## src/rtl/rtc_pkg.sv

```systemverilog
package rtc_pkg;

  // Register byte addresses; software depends on these positions.
  localparam logic [7:0] OFS_SEC     = 8'h00;
  localparam logic [7:0] OFS_MIN     = 8'h04;
  localparam logic [7:0] OFS_HOUR    = 8'h08;
  localparam logic [7:0] OFS_DAY     = 8'h0C;
  localparam logic [7:0] OFS_MONTH   = 8'h10;
  localparam logic [7:0] OFS_YEAR    = 8'h14;
  localparam logic [7:0] OFS_WDAY    = 8'h18;
  localparam logic [7:0] OFS_CTRL    = 8'h40;
  localparam logic [7:0] OFS_COMP_LO = 8'h4C;
  localparam logic [7:0] OFS_COMP_HI = 8'h50;

  // Writable time field indices.
  localparam int F_SEC    = 0;
  localparam int F_MIN    = 1;
  localparam int F_HOUR   = 2;
  localparam int F_DAY    = 3;
  localparam int F_MONTH  = 4;
  localparam int F_YEAR   = 5;
  localparam int N_FIELDS = 6;

  localparam logic [7:0] FIELD_OFS [N_FIELDS] =
    '{OFS_SEC, OFS_MIN, OFS_HOUR, OFS_DAY, OFS_MONTH, OFS_YEAR};

  // Control bit positions.
  localparam int CTL_RUN   = 0;
  localparam int CTL_ROUND = 1;
  localparam int CTL_AUTO  = 2;
  localparam int CTL_H12   = 3;
  localparam int CTL_W     = 4;

  typedef struct packed {
    logic [7:0] year;
    logic [7:0] month;
    logic [7:0] day;
    logic [7:0] hour;
    logic [7:0] min;
    logic [7:0] sec;
  } tod_t;

  function automatic logic [7:0] bcd_inc(input logic [7:0] v);
    if (v[3:0] >= 4'd9) return {v[7:4] + 4'd1, 4'd0};
    else                return {v[7:4], v[3:0] + 4'd1};
  endfunction

  function automatic logic [7:0] bcd2bin(input logic [7:0] v);
    return 8'(v[7:4]) * 8'd10 + 8'(v[3:0]);
  endfunction

  function automatic logic [7:0] bin2bcd(input logic [7:0] v);
    logic [7:0] t;
    logic [7:0] u;
    t = v / 8'd10;
    u = v % 8'd10;
    return {t[3:0], u[3:0]};
  endfunction

  // Last day of a BCD month; a BCD year divisible by 4 is a leap year.
  function automatic logic [7:0] month_last(input logic [7:0] month,
                                            input logic [7:0] year);
    logic leap;
    if (year[4]) leap = (year[3:0] == 4'd2) || (year[3:0] == 4'd6);
    else         leap = (year[3:0] == 4'd0) || (year[3:0] == 4'd4) ||
                        (year[3:0] == 4'd8);
    case (month)
      8'h02:                      return leap ? 8'h29 : 8'h28;
      8'h04, 8'h06, 8'h09, 8'h11: return 8'h30;
      default:                    return 8'h31;
    endcase
  endfunction

endpackage

```

## src/rtl/rtc_rst_sync.sv

```systemverilog
module rtc_rst_sync (
  input  logic clk,
  input  logic rst_n_in,
  output logic rst_n_out
);

  logic [1:0] sync_q;

  always_ff @(posedge clk or negedge rst_n_in) begin
    if (!rst_n_in) sync_q <= 2'b00;
    else           sync_q <= {sync_q[0], 1'b1};
  end

  assign rst_n_out = sync_q[1];

endmodule

```

## src/rtl/rtc_time_core.sv

```systemverilog
module rtc_time_core
  import rtc_pkg::*;
#(
  parameter int DAYS_PER_WEEK = 7,
  localparam int WDAY_W = $clog2(DAYS_PER_WEEK)
) (
  input  logic                clk,
  input  logic                rst_n,
  input  logic                tick_en,
  input  logic                run,
  input  logic                round_req,
  input  logic                wr_any,
  input  logic [N_FIELDS-1:0] wr_sel,
  input  logic [7:0]          wr_data,
  output tod_t                tod_q,
  output logic [WDAY_W-1:0]   wday_q,
  output logic                round_done,
  output logic                hour_roll
);

  tod_t              tod_d;
  logic [WDAY_W-1:0] wday_d;
  logic              round_go, tick_go;
  logic              min_inc, hour_inc, day_inc, mon_inc, year_inc;

  always_comb begin
    tod_d    = tod_q;
    wday_d   = wday_q;
    round_go = round_req && !wr_any;
    tick_go  = tick_en && run && !wr_any && !round_go;
    min_inc  = 1'b0;

    // Seconds: rounding wins over a tick in the same cycle.
    if (round_go) begin
      tod_d.sec = 8'h00;
      min_inc   = (tod_q.sec >= 8'h30);
    end else if (tick_go) begin
      if (tod_q.sec >= 8'h59) begin
        tod_d.sec = 8'h00;
        min_inc   = 1'b1;
      end else begin
        tod_d.sec = bcd_inc(tod_q.sec);
      end
    end

    hour_inc = min_inc && (tod_q.min >= 8'h59);
    if (min_inc) tod_d.min = hour_inc ? 8'h00 : bcd_inc(tod_q.min);

    day_inc = hour_inc && (tod_q.hour >= 8'h23);
    if (hour_inc) tod_d.hour = day_inc ? 8'h00 : bcd_inc(tod_q.hour);

    mon_inc = day_inc && (tod_q.day >= month_last(tod_q.month, tod_q.year));
    if (day_inc) begin
      tod_d.day = mon_inc ? 8'h01 : bcd_inc(tod_q.day);
      wday_d    = (wday_q >= WDAY_W'(DAYS_PER_WEEK - 1)) ? '0 : wday_q + 1'b1;
    end

    year_inc = mon_inc && (tod_q.month >= 8'h12);
    if (mon_inc) tod_d.month = year_inc ? 8'h01 : bcd_inc(tod_q.month);
    if (year_inc) tod_d.year = (tod_q.year >= 8'h99) ? 8'h00 : bcd_inc(tod_q.year);

    // Bus writes (tick and rounding are already blocked in this cycle).
    if (wr_sel[F_SEC])   tod_d.sec   = {1'b0,  wr_data[6:0]};
    if (wr_sel[F_MIN])   tod_d.min   = {1'b0,  wr_data[6:0]};
    if (wr_sel[F_HOUR])  tod_d.hour  = {2'b00, wr_data[5:0]};
    if (wr_sel[F_DAY])   tod_d.day   = {2'b00, wr_data[5:0]};
    if (wr_sel[F_MONTH]) tod_d.month = {3'b000, wr_data[4:0]};
    if (wr_sel[F_YEAR])  tod_d.year  = wr_data;
  end

  assign round_done = round_go;
  assign hour_roll  = hour_inc;

  always_ff @(posedge clk or negedge rst_n) begin
    if (!rst_n) begin
      tod_q  <= '{year: 8'h00, month: 8'h01, day: 8'h01,
                  hour: 8'h00, min: 8'h00, sec: 8'h00};
      wday_q <= '0;
    end else begin
      tod_q  <= tod_d;
      wday_q <= wday_d;
    end
  end

endmodule

```

## src/rtl/rtc_hour_fmt.sv

```systemverilog
module rtc_hour_fmt
  import rtc_pkg::*;
(
  input  logic       mode12,
  input  logic [7:0] hour24,
  input  logic [7:0] wdata,
  output logic [7:0] rd_hour,
  output logic [7:0] wr_hour
);

  logic [7:0] h_bin, h12_bin, h12_bcd;
  logic [7:0] w_bin, w24_bin, w24_bcd;
  logic       pm;

  always_comb begin
    // Read side: 24-hour BCD to PM flag plus 01..12.
    h_bin   = bcd2bin(hour24);
    pm      = (h_bin >= 8'd12);
    h12_bin = h_bin % 8'd12;
    if (h12_bin == 8'd0) h12_bin = 8'd12;
    h12_bcd = bin2bcd(h12_bin);

    // Write side: PM flag plus 01..12 to 24-hour BCD.
    w_bin   = bcd2bin({2'b00, wdata[5:0]}) % 8'd12;
    w24_bin = w_bin + (wdata[7] ? 8'd12 : 8'd0);
    w24_bcd = bin2bcd(w24_bin);

    rd_hour = mode12 ? {pm, 1'b0, h12_bcd[5:0]} : hour24;
    wr_hour = mode12 ? w24_bcd : wdata;
  end

endmodule

```

## src/rtl/rtc_comp_export.sv

```systemverilog
module rtc_comp_export #(
  parameter int COMP_W = 16,
  localparam int HI_W = COMP_W - 8
) (
  input  logic                     clk,
  input  logic                     rst_n,
  input  logic                     we_lo,
  input  logic                     we_hi,
  input  logic [7:0]               wdata,
  input  logic                     auto_en,
  input  logic                     hour_roll,
  output logic [COMP_W-1:0]        comp_q,
  output logic                     comp_valid,
  output logic signed [COMP_W-1:0] comp_value
);

  logic [COMP_W-1:0] comp_d, val_q, val_d;
  logic              pulse_d, pulse_q;

  always_comb begin
    comp_d = comp_q;
    if (we_lo) comp_d[7:0]        = wdata;
    if (we_hi) comp_d[COMP_W-1:8] = wdata[HI_W-1:0];
    pulse_d = hour_roll && auto_en;
    val_d   = pulse_d ? comp_q : val_q;
  end

  always_ff @(posedge clk or negedge rst_n) begin
    if (!rst_n) begin
      comp_q  <= '0;
      val_q   <= '0;
      pulse_q <= 1'b0;
    end else begin
      comp_q  <= comp_d;
      val_q   <= val_d;
      pulse_q <= pulse_d;
    end
  end

  assign comp_valid = pulse_q;
  assign comp_value = signed'(val_q);

endmodule

```

## src/rtl/rtc_bcd_core.sv

```systemverilog
module rtc_bcd_core
  import rtc_pkg::*;
#(
  parameter int ADDR_W        = 8,
  parameter int COMP_W        = 16,
  parameter int DAYS_PER_WEEK = 7
) (
  input  logic                     clk,
  input  logic                     rst_n,
  input  logic                     tick_en,
  input  logic [ADDR_W-1:0]        bus_addr,
  input  logic                     bus_we,
  input  logic [7:0]               bus_wdata,
  output logic [7:0]               bus_rdata,
  output logic                     comp_valid,
  output logic signed [COMP_W-1:0] comp_value
);

  localparam int WDAY_W = $clog2(DAYS_PER_WEEK);

  logic                rst_q;
  logic [CTL_W-1:0]    ctrl_q, ctrl_d;
  logic                ctrl_run, ctrl_round, ctrl_auto, ctrl_h12;
  logic [N_FIELDS-1:0] field_sel;
  logic                ctrl_sel, comp_lo_sel, comp_hi_sel;
  logic [7:0]          hour_rd, hour_wr, core_wdata;
  tod_t                tod_q;
  logic [WDAY_W-1:0]   wday_q;
  logic                round_done, hour_roll;
  logic [COMP_W-1:0]   comp_q;

  rtc_rst_sync u_rst (
    .clk       (clk),
    .rst_n_in  (rst_n),
    .rst_n_out (rst_q)
  );

  // Address decode for the six writable time fields.
  for (genvar gi = 0; gi < N_FIELDS; gi++) begin : g_dec
    assign field_sel[gi] = bus_we && (bus_addr == ADDR_W'(FIELD_OFS[gi]));
  end

  assign ctrl_sel    = bus_we && (bus_addr == ADDR_W'(OFS_CTRL));
  assign comp_lo_sel = bus_we && (bus_addr == ADDR_W'(OFS_COMP_LO));
  assign comp_hi_sel = bus_we && (bus_addr == ADDR_W'(OFS_COMP_HI));

  assign ctrl_run   = ctrl_q[CTL_RUN];
  assign ctrl_round = ctrl_q[CTL_ROUND];
  assign ctrl_auto  = ctrl_q[CTL_AUTO];
  assign ctrl_h12   = ctrl_q[CTL_H12];

  always_comb begin
    ctrl_d = ctrl_q;
    if (ctrl_sel)        ctrl_d = bus_wdata[CTL_W-1:0];
    else if (round_done) ctrl_d[CTL_ROUND] = 1'b0;
  end

  always_ff @(posedge clk or negedge rst_q) begin
    if (!rst_q) ctrl_q <= '0;
    else        ctrl_q <= ctrl_d;
  end

  rtc_hour_fmt u_hfmt (
    .mode12  (ctrl_h12),
    .hour24  (tod_q.hour),
    .wdata   (bus_wdata),
    .rd_hour (hour_rd),
    .wr_hour (hour_wr)
  );

  assign core_wdata = field_sel[F_HOUR] ? hour_wr : bus_wdata;

  rtc_time_core #(.DAYS_PER_WEEK(DAYS_PER_WEEK)) u_time (
    .clk        (clk),
    .rst_n      (rst_q),
    .tick_en    (tick_en),
    .run        (ctrl_run),
    .round_req  (ctrl_round),
    .wr_any     (bus_we),
    .wr_sel     (field_sel),
    .wr_data    (core_wdata),
    .tod_q      (tod_q),
    .wday_q     (wday_q),
    .round_done (round_done),
    .hour_roll  (hour_roll)
  );

  rtc_comp_export #(.COMP_W(COMP_W)) u_comp (
    .clk        (clk),
    .rst_n      (rst_q),
    .we_lo      (comp_lo_sel),
    .we_hi      (comp_hi_sel),
    .wdata      (bus_wdata),
    .auto_en    (ctrl_auto),
    .hour_roll  (hour_roll),
    .comp_q     (comp_q),
    .comp_valid (comp_valid),
    .comp_value (comp_value)
  );

  always_comb begin
    case (bus_addr)
      ADDR_W'(OFS_SEC):     bus_rdata = tod_q.sec;
      ADDR_W'(OFS_MIN):     bus_rdata = tod_q.min;
      ADDR_W'(OFS_HOUR):    bus_rdata = hour_rd;
      ADDR_W'(OFS_DAY):     bus_rdata = tod_q.day;
      ADDR_W'(OFS_MONTH):   bus_rdata = tod_q.month;
      ADDR_W'(OFS_YEAR):    bus_rdata = tod_q.year;
      ADDR_W'(OFS_WDAY):    bus_rdata = 8'(wday_q);
      ADDR_W'(OFS_CTRL):    bus_rdata = 8'(ctrl_q);
      ADDR_W'(OFS_COMP_LO): bus_rdata = comp_q[7:0];
      ADDR_W'(OFS_COMP_HI): bus_rdata = 8'(comp_q[COMP_W-1:8]);
      default:              bus_rdata = 8'h00;
    endcase
  end

endmodule

```

## config.mk

```make
export PLATFORM = sky130hd
export DESIGN_NAME = rtc_bcd_core
export DESIGN_NICKNAME = d
export VERILOG_FILES = /design/src/rtl/rtc_pkg.sv /design/src/rtl/rtc_rst_sync.sv /design/src/rtl/rtc_time_core.sv /design/src/rtl/rtc_hour_fmt.sv /design/src/rtl/rtc_comp_export.sv /design/src/rtl/rtc_bcd_core.sv
export SDC_FILE = /design/constraint.sdc
export NUM_CORES = 1
export LEC_CHECK = 0
export BUFFER_PORTS_ARGS = -buffer_cell sky130_fd_sc_hd__buf_2
export CELL_PAD_IN_SITES_DETAIL_PLACEMENT = 0
export CELL_PAD_IN_SITES_GLOBAL_PLACEMENT = 1
export CORE_ASPECT_RATIO = 0.75
export CORE_MARGIN = 2
export CORE_UTILIZATION = 50
export DETAILED_ROUTE_END_ITERATION = 10
export PLACE_DENSITY = 0.86
export SLEW_MARGIN = 15
export SYNTH_ARGS = -nofsm -noshare
export SYNTH_HDL_FRONTEND = slang
export SYNTH_HIERARCHICAL = 1
export SYNTH_SLANG_ARGS = --single-unit
```

## constraint.sdc

```tcl
create_clock -name clk -period 9.12 [get_ports clk]
set_clock_uncertainty 0.05 [all_clocks]
set_input_delay 1.824 -clock clk [delete_from_list [all_inputs] [get_ports clk]]
set_output_delay 1.824 -clock clk [all_outputs]
set_load 0.02 [all_outputs]
```

==> reports/qor.yml, run 1 <==
run_status:
  status: "finished clean"
die:
  die_y_um: 112.7
  die-area_um2: 16790
  start_util: 0.5144
  num_rows: 39
  core_area_um2: 15320
  io_pins: 45
  die_w_um: 149.0
power:
  powerDensity_nw_per_um2: 156.6
  leakagePower_uw: 0.003852
  p_total_uw: 1313
  irDropWorstVdd_uv: 94.66
sta:
  setup_viol_count_final: 0
  fmax_mhz: 130.1
  max_slew_margin: 0.2134
  worstMarginPinSlew_ps: 1176
  holdWs_ps: 256.3
  rsz0062_at_grt: "false"
  finalCritPeriodShare: 0.8428
  min_period_ps: 7686
  maxSlewViolCount: 0
  tns_ps: 0
  finalHoldViolations: 0
yosys:
  syn_inst: 851
  synth_ff_type: "dfrtp_1"
  syn-num-nets: 928
  synth_top_area_share: 0.2794
  avgSynthCellArea_um2: 9.261
  ys_async_sr_fraction: 1.000
  synth_edf_count: 0
  ys_seq_area_frac: 0.2861
  yosysUniqueCellTypes: 108
  synth_area_leaders: "dfrtp_1, ha_1, mux2_2"
  yosysWarnings: 6
  synth_top_area_cell: "dfrtp_1"
  synth_seq_cells: 90
  syn_area_um2: 7881
global_route:
  grt_usage: 0.2861
  grt_pass1_wl_mm: 37.77
  overflow: 0
  grt_max_degree: 49
  first_global_vias: 6720
  antenna_found_initial: 0
critical_path:
  arrival_ps: 5810
  cp_max_fo: 14
  r2r_cells: 12
  startpoint_type: "flop"
  crit_chain: "ha_1, ha_1, inv_1, fa_1, or2b_1, a2bb2oi_1, and3b_1, a311o_1, o21ai_1, and4b_1, nand2_1, and2_1, ha_1, nor3_1, mux2i_1, a31oi_1, mux4_2, a32oi_1, o31ai_1, buf_2"
  rr_startpoint: "u_time/tod_q[32]"
  critical_path.slowest_cell: "fa_1"
  cp.required_ps: 7250
  critPathMaxStageDelay_ps: 820
  cp_common_cell: "ha_1"
  r2r_slack_ps: 5350
  crit_path_end_kind: "output pin"
  r2r-end: "u_time/tod_q[36]"
  path_class: "flop to output pin"
cts:
  postCtsSetupBuffers: 0
  clkTransAtPathRegs_ps: 80
  clk_latency_ps: 350
  cts_resized: 0
  cts_tree: "built"
  cts_buffers: 9
  cts_buffer_depth: 2
  h-tree-depth: 3
  ctsHoldBuffers: 0
  root_buffer: "clkbuf_16"
  cts.sinks: 90
finish:
  layout_common_cells: "dfrtp_1, nand2_1, inv_1"
  final_util: 0.5470
  syn_to_final_growth_pct: 6.334
  drive_gt1_frac: 0.1897
  final_common_cell: "dfrtp_1"
  nets: 942
  design_area_um2: 8381
  antenna_cells: 0
detailed_routing:
  drt_iter0_drc: 709
  wl_per_cell_um: 21.90
  vias: 7097
  first_pass_iters: 7
  drc_errors: 0
  routed_wl_mm: 23.54
  final_antenna_net_count: 0
  vias_per_cell: 6.602
job:
  drv_cap: 0
placement:
  gp_congestion: 0.9352
  io_buffers: 44
  dpl-instance-area_um2: 8094
  place_hpwl_mm: 17.34
hold_path:
  hold_path.class: "flop to asynchronous set/reset pin"
## flip-flops by register name (all words and copies together), names as in the netlist
| signal | flops |
|---|---|
| u_time/wday_q | 3 |
| u_comp/comp_value | 16 |
| u_comp/comp_valid | 1 |
| u_time/tod_q | 48 |
| ctrl_q | 4 |
| u_rst/sync_q | 2 |
| u_comp/comp_q | 16 |
## worst max-delay path by stage
stage	from	endpoint	slack, ps	depth (start not counted)
after floorplan	u_time/tod_q[23]	bus_rdata[2]	2860	21
after global placement	u_time/tod_q[23]	bus_rdata[2]	2050	20
after detailed placement	u_time/tod_q[23]	bus_rdata[2]	1870	20
after CTS	u_time/tod_q[23]	bus_rdata[2]	1490	20
after global routing	u_time/tod_q[23]	bus_rdata[2]	1140	19
final	u_time/tod_q[23]	bus_rdata[2]	1430	20
## synthesized netlist by cell type (5+ instances only)
master	number
dfrtp_1	88
nand2_1	61
inv_1	55
ha_1	53
nor2_1	49
mux2_2	38
a21oi_1	36
o21ai_0	35
and3_1	25
nand3_1	24
nor3_1	22
mux2_4	17
o211ai_1	17
a31oi_1	15
clkbuf_1	14
nor2b_1	14
o31ai_1	14
buf_2	12
mux2i_1	12
nand4_1	12
a32oi_1	11
and2_1	11
a22oi_1	10
o21ai_1	9
a21o_1	8
buf_6	8
a211oi_1	7
a22o_1	7
a2bb2oi_1	7
a21boi_0	6
o22ai_1	6
xnor2_1	6
a211o_1	5
or3_1	5
## layer usage
metal  vias to the layer above  GRT usage  wire [µm]
met2                       378     0.4117       9869
li1                       3214          -          -
met5                         -    0.02353         55
met4                         2    0.06222        340
met3                        33    0.07742       2219
met1                      3470     0.4278      11060
## worst max-delay path, delay by kind of cell, from the launching register on
| family | cells | cell delay [ps] |
|---|---|---|
| adders and majority gates | 4 | 1730 |
| and+or+nand+nor | 6 | 1180 |
| AOI/OAI and AO/OA | 6 | 1010 |
| muxes | 2 | 670 |
| DFF | 1 | 610 |
| buffers and inverters | 2 | 250 |
## area by class of cell
cell class / count / area [µm²]
clock buffer: 10 / 229.0
clock inverter: 6 / 57.56
fill: 1393 / 6942
inverter: 55 / 206.4
multi-input combinational: 662 / 5130
sequential: 90 / 2258
tap: 205 / 256.5
timing repair buffer: 47 / 242.7
## power breakdown
part | leakage (µW) | switching [µW] | total (µW) | internal, µW
Clock | 0.000141 | 179 | 371 | 192
Combinational | 0.00254 | 257 | 439 | 182
Sequential | 0.00117 | 69.9 | 503 | 434
Total | 0.00385 | 505 | 1310 | 807
## cells by family after synthesis
group           count (synthesis)  share of synthesized area
fa+ha+maj                      57                    0.09430
mux                            70                     0.1105
xor+xnor                       12                    0.01858
flops                          90                     0.2861
buf+inv                        99                    0.06303
compound gates                250                     0.2331
other cells                     1                  0.0004758
simple gates                  272                     0.1940
## metrics by stage
step,cells,setup slack [ps]
2_1_floorplan,851,2860
3_3_place_gp,1059,2054
3_5_place_dp,1059,1868
4_1_cts,1075,1492
5_1_grt,1075,1137
6_report,1075,1434
Power figures use the tool's default switching activity.
==> run 2, diff against run 1 <==
--- a/config.mk
+++ b/config.mk
@@ -10,9 +10,9 @@
 export CELL_PAD_IN_SITES_GLOBAL_PLACEMENT = 1
 export CORE_ASPECT_RATIO = 0.75
 export CORE_MARGIN = 2
-export CORE_UTILIZATION = 50
+export CORE_UTILIZATION = 44
 export DETAILED_ROUTE_END_ITERATION = 10
-export PLACE_DENSITY = 0.86
+export PLACE_DENSITY = 0.81
 export SLEW_MARGIN = 15
 export SYNTH_ARGS = -nofsm -noshare
 export SYNTH_HDL_FRONTEND = slang
==> constraint.sdc (replaced) <==
create_clock -name clk -period 6.68 [get_ports clk]
set_clock_uncertainty 0.05 [all_clocks]
set_input_delay 1.336 -clock clk [delete_from_list [all_inputs] [get_ports clk]]
set_output_delay 1.336 -clock clk [all_outputs]
set_load 0.02 [all_outputs]
==> run 2 against run 1 <==
  * Combinational power rose by 33%
  * Non-clock buffer count rose by 8
  * Critical path depth did not move
  * Cell area rose by 1.7%
  * Worst hold slack improved by 22 ps
  * Global-route usage fell by 3.8 points
  * Sequential cell count did not move
  * Die area rose by 13%
  * Critical path type unchanged
  * Critical endpoint unchanged
  * Largest cell class unchanged
==> reports/qor.yml, run 2 (synthesis results as in run 1) <==
die:
  die_w_um: 158.5  # was 149.0 µm
  core_area_um2: 17600  # was 15,320 µm²
  start_util: 0.4477  # was 0.5144
  die-area_um2: 19010  # was 16,790 µm²
  num_rows: 42  # was 39
  die_y_um: 119.9  # was 112.7 µm
  io_pins: 45  # unchanged
critical_path:
  cp.required_ps: 5290  # was 7250 ps
  startpoint_type: "flop"  # unchanged
  arrival_ps: 5110  # was 5810 ps
  r2r_slack_ps: 2910  # was 5350 ps
  path_class: "flop to output pin"  # unchanged
  cp_max_fo: 6  # was 14
  crit_path_end_kind: "output pin"  # unchanged
finish:
  syn_to_final_growth_pct: 8.192  # was 6.334%
  drive_gt1_frac: 0.2050  # was 0.1897
  final_common_cell: "dfrtp_1"  # unchanged
  ff_latch_area_um2: 2260  # was 2258 µm²
  largest_register_ffs: 48  # unchanged
  layout_common_cells: "dfrtp_1, nand2_1, inv_1"  # unchanged
  final.fill_count: 1631  # was 1,393
  nets: 950  # was 942
  final_util: 0.4844  # was 0.5470
  multi_input_area_um2: 5142  # was 5130 µm²
  top_register: "u_time/tod_q"  # unchanged
placement:
  gp_congestion: 0.9300  # was 0.9352
  place_hpwl_mm: 16.60  # was 17.34 mm
  io_buffers: 44  # unchanged
detailed_routing:
  vias_per_cell: 6.105  # was 6.602
  drc_errors: 0  # unchanged
  final_antenna_net_count: 0  # unchanged
  wl_per_cell_um: 20.25  # was 21.90 µm
  routed_wl_mm: 22.70  # was 23.54 mm
  vias: 6844  # was 7,097
  drt_iter0_drc: 564  # was 709
  first_pass_iters: 5  # was 7
hold_path:
  hold_path.class: "flop to asynchronous set/reset pin"  # unchanged
global_route:
  overflow: 0  # unchanged
  grt_usage: 0.2477  # was 0.2861
  grt_pass1_wl_mm: 36.46  # was 37.77 mm
  first_global_vias: 6458  # was 6,720
  grt_max_degree: 49  # unchanged
  antenna_found_initial: 0  # unchanged
power:
  powerDensity_nw_per_um2: 212.5  # was 156.6 nW/µm²
  leakagePower_uw: 0.003891  # was 0.003852 µW
  irDropWorstVdd_uv: 163.8  # was 94.66 µV
  p_total_uw: 1812  # was 1313 µW
cts:
  cts_buffer_depth: 2  # unchanged
  cts_tree: "built"  # unchanged
  root_buffer: "clkbuf_16"  # unchanged
  clkTransAtPathRegs_ps: 70  # was 80 ps
  clk_latency_ps: 340  # was 350 ps
  cts_buffers: 9  # unchanged
  h-tree-depth: 3  # unchanged
  cts.sinks: 90  # unchanged
sta:
  max_slew_margin: 0.4329  # was 0.2134
  fmax_mhz: 154.0
  min_period_ps: 6492
  finalHoldViolations: 0  # unchanged
  maxSlewViolCount: 0  # unchanged
  finalCritPeriodShare: 0.9719
  worstMarginPinSlew_ps: 844.2  # was 1176 ps
  setup_viol_count_final: 0  # unchanged
job:
  drv_cap: 0  # unchanged
run_status:
  status: "finished clean"  # unchanged
-- run 2: cell types whose count changed in the layout (fill, tap and decap cells not counted), sizes merged --
cell,change
buf,+8
bufinv,+1
clkinv,-2
clkinvlp,+2
diode,+1
inv,-1
-- run 2: path summary, 6_finish.rpt --
check,from,endpoint,cells past startpoint
worst max-delay path,u_time/tod_q[21],bus_rdata[2],20
worst min-delay path,u_rst/sync_q[1],u_time/wday_q[1],0
worst max register to register,u_time/tod_q[32],u_time/tod_q[29],12
worst min register to register,u_rst/sync_q[1],u_time/wday_q[1],0
max in group asynchronous,u_rst/sync_q[1],u_time/tod_q[29],1
min in group clk,u_rst/sync_q[0],u_rst/sync_q[1],0
-- run 2: worst max-delay path, cell delays in order (launching register included) --
cell	delay [ps]
dfrtp_2	450
ha_1	310
ha_2	210
inv_1	70
fa_2	540
or2b_1	220
a2bb2oi_1	160
and3b_2	270
a311o_1	320
o21ai_1	100
and4b_2	250
nand2_1	50
and2_1	150
ha_1	290
nor3_1	60
mux2i_1	160
a31oi_1	110
mux4_2	510
a32oi_1	190
o31ai_1	140
buf_2	180
-- run 2: power breakdown --
group / total [µW] / leakage, µW / internal, µW / switching (µW)
clock network: 535 / 0.000146 / 305 / 230
logic: 585 / 0.00257 / 252 / 334
registers: 692 / 0.00117 / 592 / 100
-- run 2: what timing repair did --
item,CTS,global route
endpoints found under the setup margin,0,1
setup buffers,0,1
hold buffers,0,0
gates resized for setup,0,6
-- run 2: area by class of cell --
type                       instances  area share
multi-input combinational        662      0.6031
antenna                            1   0.0002935
inverter                          55     0.02421
timing repair buffer              55     0.03551
sequential                        90      0.2650
clock inverter                     6    0.008364
tap                              242     0.03551
clock buffer                      10     0.02803
-- run 2: per-layer routing --
layer / vias to the layer above / GRT usage / wire (µm)
li1: 3235 / - / -
met1: 3321 / 0.3928 / 11260
met2: 265 / 0.3455 / 9377
met3: 23 / 0.05237 / 1766
met4: 0 / 0.04392 / 296
met5: - / 0 / 0
-- run 2: metrics by stage --
stage	worst slack, ps	TNS (ps)	std cells	area (µm²)	hold WS [ps]
after detailed placement	475.9	0	1103	8193	286.5
after global routing	-65.14	-65.14	1120	8524	316.2
after global placement	539.0	0	1103	8193	288.0
after CTS	86.50	0	1119	8503	293.7
final	188.0	0	1121	8527	278.4
after floorplan	907.9	0	851	7881	281.2
